## src/rtl/cia_pkg.sv

```systemverilog
package cia_pkg;
    localparam int ADDR_W = 5;
    localparam int DATA_W = 8;

    localparam logic [ADDR_W-1:0] OFS_STATUS = 5'h10;
    localparam logic [ADDR_W-1:0] OFS_CMD    = 5'h11;
    localparam logic [ADDR_W-1:0] OFS_ENABLE = 5'h12;

    localparam int CMD_RST_BIT = 0;
    localparam int CMD_ARM_BIT = 2;
endpackage

```

## src/rtl/cia_cmd_dec.sv

```systemverilog
module cia_cmd_dec
    import cia_pkg::*;
#(
    parameter int NUM_CH = 8
) (
    input  logic              we_i,
    input  logic [ADDR_W-1:0] addr_i,
    input  logic [DATA_W-1:0] wdata_i,
    output logic              ien_wr_o,
    output logic              cmd_rst_o,
    output logic              cmd_arm_o
);
    logic cmd_hit;

    always_comb begin
        cmd_hit   = we_i && (addr_i == OFS_CMD);
        ien_wr_o  = we_i && (addr_i == OFS_ENABLE);
        cmd_rst_o = cmd_hit && wdata_i[CMD_RST_BIT];
        cmd_arm_o = cmd_hit && wdata_i[CMD_ARM_BIT] && !wdata_i[CMD_RST_BIT];
    end
endmodule

```

## src/rtl/cia_edge_det.sv

```systemverilog
module cia_edge_det #(
    parameter int NUM_CH = 8
) (
    input  logic              clk,
    input  logic              rst_n,
    input  logic [NUM_CH-1:0] flag_i,
    output logic [NUM_CH-1:0] rise_o
);
    logic [NUM_CH-1:0] prev_d, prev_q;

    always_comb begin
        prev_d = flag_i;
        rise_o = flag_i & ~prev_q;
    end

    always_ff @(posedge clk) begin
        if (!rst_n) prev_q <= '0;
        else        prev_q <= prev_d;
    end
endmodule

```

## src/rtl/cnt_irq_agg.sv

```systemverilog
module cnt_irq_agg
    import cia_pkg::*;
#(
    parameter int NUM_CH = 8
) (
    input  logic              clk,
    input  logic              rst_n,
    input  logic [NUM_CH-1:0] flag_i,
    input  logic              reg_we,
    input  logic [ADDR_W-1:0] reg_addr,
    input  logic [DATA_W-1:0] reg_wdata,
    output logic [DATA_W-1:0] reg_rdata,
    output logic              irq_o,
    output logic              ctr_run_o,
    output logic              ctr_clear_o
);
    typedef struct packed {
        logic [NUM_CH-1:0] pend;
        logic [NUM_CH-1:0] ien;
        logic              armed;
        logic              clr_pulse;
    } state_t;

    state_t state_d, state_q;

    logic              ien_wr, cmd_rst, cmd_arm;
    logic [NUM_CH-1:0] rise;
    logic              arm_eff;
    logic [NUM_CH-1:0] pend_w, ien_w;

    cia_cmd_dec #(.NUM_CH(NUM_CH)) u_dec (
        .we_i      (reg_we),
        .addr_i    (reg_addr),
        .wdata_i   (reg_wdata),
        .ien_wr_o  (ien_wr),
        .cmd_rst_o (cmd_rst),
        .cmd_arm_o (cmd_arm)
    );

    cia_edge_det #(.NUM_CH(NUM_CH)) u_edge (
        .clk    (clk),
        .rst_n  (rst_n),
        .flag_i (flag_i),
        .rise_o (rise)
    );

    always_comb begin
        state_d = state_q;
        // an arm in this cycle already admits a coinciding edge
        arm_eff = cmd_arm || (state_q.armed && !cmd_rst);
        state_d.pend = (cmd_arm ? '0 : state_q.pend)
                     | (arm_eff ? (rise & state_q.ien) : '0);
        if (ien_wr) state_d.ien = reg_wdata[NUM_CH-1:0];
        if (cmd_arm)      state_d.armed = 1'b1;
        else if (cmd_rst) state_d.armed = 1'b0;
        state_d.clr_pulse = cmd_rst;
    end

    always_ff @(posedge clk) begin
        if (!rst_n) state_q <= '0;
        else        state_q <= state_d;
    end

    always_comb begin
        reg_rdata = '0;
        case (reg_addr)
            OFS_STATUS: reg_rdata[NUM_CH-1:0] = state_q.pend;
            OFS_ENABLE: reg_rdata[NUM_CH-1:0] = state_q.ien;
            default:    reg_rdata = '0;
        endcase
    end

    assign pend_w      = state_q.pend;
    assign ien_w       = state_q.ien;
    assign irq_o       = |state_q.pend;
    assign ctr_run_o   = state_q.armed;
    assign ctr_clear_o = state_q.clr_pulse;
endmodule

```

## config.mk

```make
export PLATFORM = sky130hd
export DESIGN_NAME = cnt_irq_agg
export DESIGN_NICKNAME = d
export VERILOG_FILES = /design/src/rtl/cia_pkg.sv /design/src/rtl/cia_cmd_dec.sv /design/src/rtl/cia_edge_det.sv /design/src/rtl/cnt_irq_agg.sv
export SDC_FILE = /design/constraint.sdc
export NUM_CORES = 1
export LEC_CHECK = 0
export BUFFER_PORTS_ARGS = -buffer_cell sky130_fd_sc_hd__buf_2
export CELL_PAD_IN_SITES_DETAIL_PLACEMENT = 0
export CELL_PAD_IN_SITES_GLOBAL_PLACEMENT = 1
export CORE_MARGIN = 3
export CORE_UTILIZATION = 39
export DETAILED_ROUTE_END_ITERATION = 8
export PLACE_DENSITY_LB_ADDON = 0.1
export SYNTH_ARGS = -nofsm -noshare
export SYNTH_HDL_FRONTEND = slang
export SYNTH_SLANG_ARGS = --single-unit
```

## constraint.sdc

```tcl
create_clock -name clk -period 4.6 [get_ports clk]
set_input_delay 0.69 -clock clk [delete_from_list [all_inputs] [get_ports clk]]
set_output_delay 0.69 -clock clk [all_outputs]
set_load 0.02 [all_outputs]
```

==> flow_summary.ini <==
[outcome]
status = complete, no violations

[sta]
rsz0062_at_grt = false
clock.fmax_ghz = 0.339
min_period_ns = 2.95
relSlewSlack = 0.530
fin_skew_ns = 0.00183
setup_viol = 0
setup_slack_ns = 1.65
maxSlewViolCount = 0
fin_tns_setup_ns = 0
worstMarginPinSlew_ns = 0.705
hold_viol_final = 0
timing.hold.ws_ns = 0.483
finalCritPeriodShare = 0.641

[clock_tree]
htreeDepth = 1
clock_latency_ns = 0.31
cts-root-buf = clkbuf_4
cts.clk_slew.worst_paths_ns = 0.13
clockBufferDepth = 2
cts_setup_buffers = 0
ctsHoldBuffers = 0
cts_resized = 0
clock-sinks = 26
cts_buffers = 3
cts_tree = done

[synth]
synth.distinct_cells = 22
syn_avg_cell_area_um2 = 9.93
yosysSeqAreaShare = 0.472
synth.top_cell.area_share = 0.472
synth-seq-cells = 26
synth_warnings = 0
syn_inst = 111
yosysTopAreaCell = dfxtp_1
synthesis.nets = 135
synth.area.top_cells = dfxtp_1, mux2i_1, nand2_1
synth_area_um2 = 1100

[placement]
io_buffers = 34
dp_hpwl_um = 1690
pre_cts_slack_ns = 1.64
gp_congestion = 0.736

[final_layout]
n_fill_cell = 258
multiInputGateArea_um2 = 526
diodes = 0
final_layout_size_suffix_gt1_frac = 0.295
regArea_um2 = 520
syn_to_final_growth_pct = 20.4
nets = 171

[worst_setup_path]
r2r_slack_ns = 3.40
r2r_start = ctr_run_o
crit_path_start_kind = input port
crit_chain = buf_2 -> or3b_1 -> nor3b_2 -> a22o_1 -> buf_2
crit_type = input port to output port
cp.buffers_inverters = 2
critical_path.top_delay_family = simple AND/OR/NAND/NOR gates
r2r_cells = 2
cpMostUsedCell = buf_2
slowest_stage = nor3b_2
worstPathArrival_ns = 2.26
end_kind = output port
r2r_end = pend_w[2]
required_ns = 3.91
path_max_fanout = 8
crit_path_max_incr_delay_ns = 0.58

[routing]
drt_wl_total_um = 2350
ant_nets = 0
detail_route.wl_per_cell_um = 13.4
dr.first_iter.drc_count = 20
drtPass1Iterations = 4
vias = 907
drc = 0
routed_via_density = 5.15

[worst_hold_path]
min_to = ien_w[1]
hp-class = flip-flop to flip-flop
hold_depth = 2
hold_start = ien_w[1]

[grt]
antenna_found_initial = 0
grt_remaining_overflow = 0
grt_max_degree = 27
grt_pass1_vias = 936
track_usage = 0.156
grt_first_pass_wirelength_um = 4150

[flow_run]
drv_cap = 0

[floorplan]
rows = 18
start_util = 0.426
die_area_um2 = 3500
io_pins = 35
fp.dieH_um = 59.2
die_x_um = 59.2
core_area_um2 = 2590

[pwr]
vdd_ir_drop_max_v = 0.000144
power_density_nw_per_um2 = 281
power_leakage_uw = 0.000538
==> state kept, by name (all words and copies together) (netlist names) <==
register	count
u_edge.prev_q	8
ien_w	8
pend_w	8
ctr_clear_o	1
ctr_run_o	1
==> through the flow <==
step | instances | total power [µW] | instance area, µm² | utilization
floorplan | 111 | 251 | 1100 | -
global placement | 172 | 264 | 1290 | 0.499
detailed placement | 172 | 265 | 1290 | 0.499
CTS | 176 | 378 | 1330 | 0.513
global route | 176 | 395 | 1330 | 0.513
finish | 176 | 373 | 1330 | 0.513
==> logic make-up after synthesis <==
family,share of synthesized area
DFF,0.472
and+or+nand+nor,0.264
muxes,0.0726
AOI/OAI and AO/OA,0.140
buffers and inverters,0.0511
==> synth_stat cells <==
| cell | count |
|---|---|
| a31o_2 | 1 |
| dfxtp_1 | 26 |
| nand2_1 | 19 |
| and4b_1 | 1 |
| nand3b_1 | 8 |
| and2_1 | 9 |
| a21oi_1 | 1 |
| inv_1 | 10 |
| nor4_4 | 1 |
| mux2i_1 | 8 |
| clkbuf_1 | 1 |
| o32ai_1 | 8 |
| buf_1 | 1 |
| nor3b_2 | 1 |
| nor3_2 | 1 |
| nor3_4 | 1 |
| nor3_1 | 1 |
| nor3b_1 | 1 |
| or3b_1 | 1 |
| a22o_1 | 8 |
| nor4_1 | 2 |
| buf_6 | 1 |
==> per-layer routing <==
metal	routed length, µm	part of all wire	up-vias	GRT usage
met3	159	0.068	2	0.0305
met5	0	0	-	0
met4	15	0.0064	0	0.0583
li1	-	-	465	-
met1	1040	0.44	414	0.196
met2	1130	0.48	26	0.262
==> worst min-delay path, delay by kind of cell, from the launching register on <==
family | cells | cell delay (ns)
flops | 1 | 0.35
simple gates | 1 | 0.06
mux | 1 | 0.05
==> power breakdown <==
| part | internal [µW] | switching, µW |
|---|---|---|
| Clock | 48.3 | 65.3 |
| Combinational | 13.5 | 15.2 |
| Sequential | 229 | 1.05 |
| Total | 291 | 81.6 |
==> placed cells by master, fill, tap and decap left out <==
master / instances
a21oi_1: 1
a22o_1: 8
a31o_2: 1
and2_1: 9
and4b_1: 1
buf_2: 34
clkbuf_4: 3
clkbuf_8: 1
dfxtp_1: 26
inv_1: 10
mux2i_1: 8
nand2_1: 19
nand3b_1: 8
nor3_1: 1
nor3_2: 1
nor3_4: 1
nor3b_1: 1
nor3b_2: 1
nor4_1: 2
nor4_4: 1
o32ai_1: 8
or3b_1: 1
==> final cells by class <==
class / instances / area share
clock buffers: 4 / 0.0273
repair buffers: 34 / 0.128
flip-flops and latches: 26 / 0.392
multi-input cells: 72 / 0.396
well taps: 30 / 0.0283
inverters: 10 / 0.0283
==> how the worst max path moves through the flow <==
stage | startpoint | end | slack [ns] | cells past startpoint
finish | reg_addr[3] | reg_rdata[0] | 1.65 | 5
global route | reg_addr[3] | reg_rdata[5] | 1.53 | 5
floorplan | reg_addr[3] | reg_rdata[0] | 2.05 | 4
global placement | reg_addr[3] | reg_rdata[3] | 1.65 | 5
CTS | reg_addr[3] | reg_rdata[1] | 1.63 | 5
detailed placement | reg_addr[3] | reg_rdata[1] | 1.64 | 5
No activity file was read; power rests on OpenSTA's default activity.
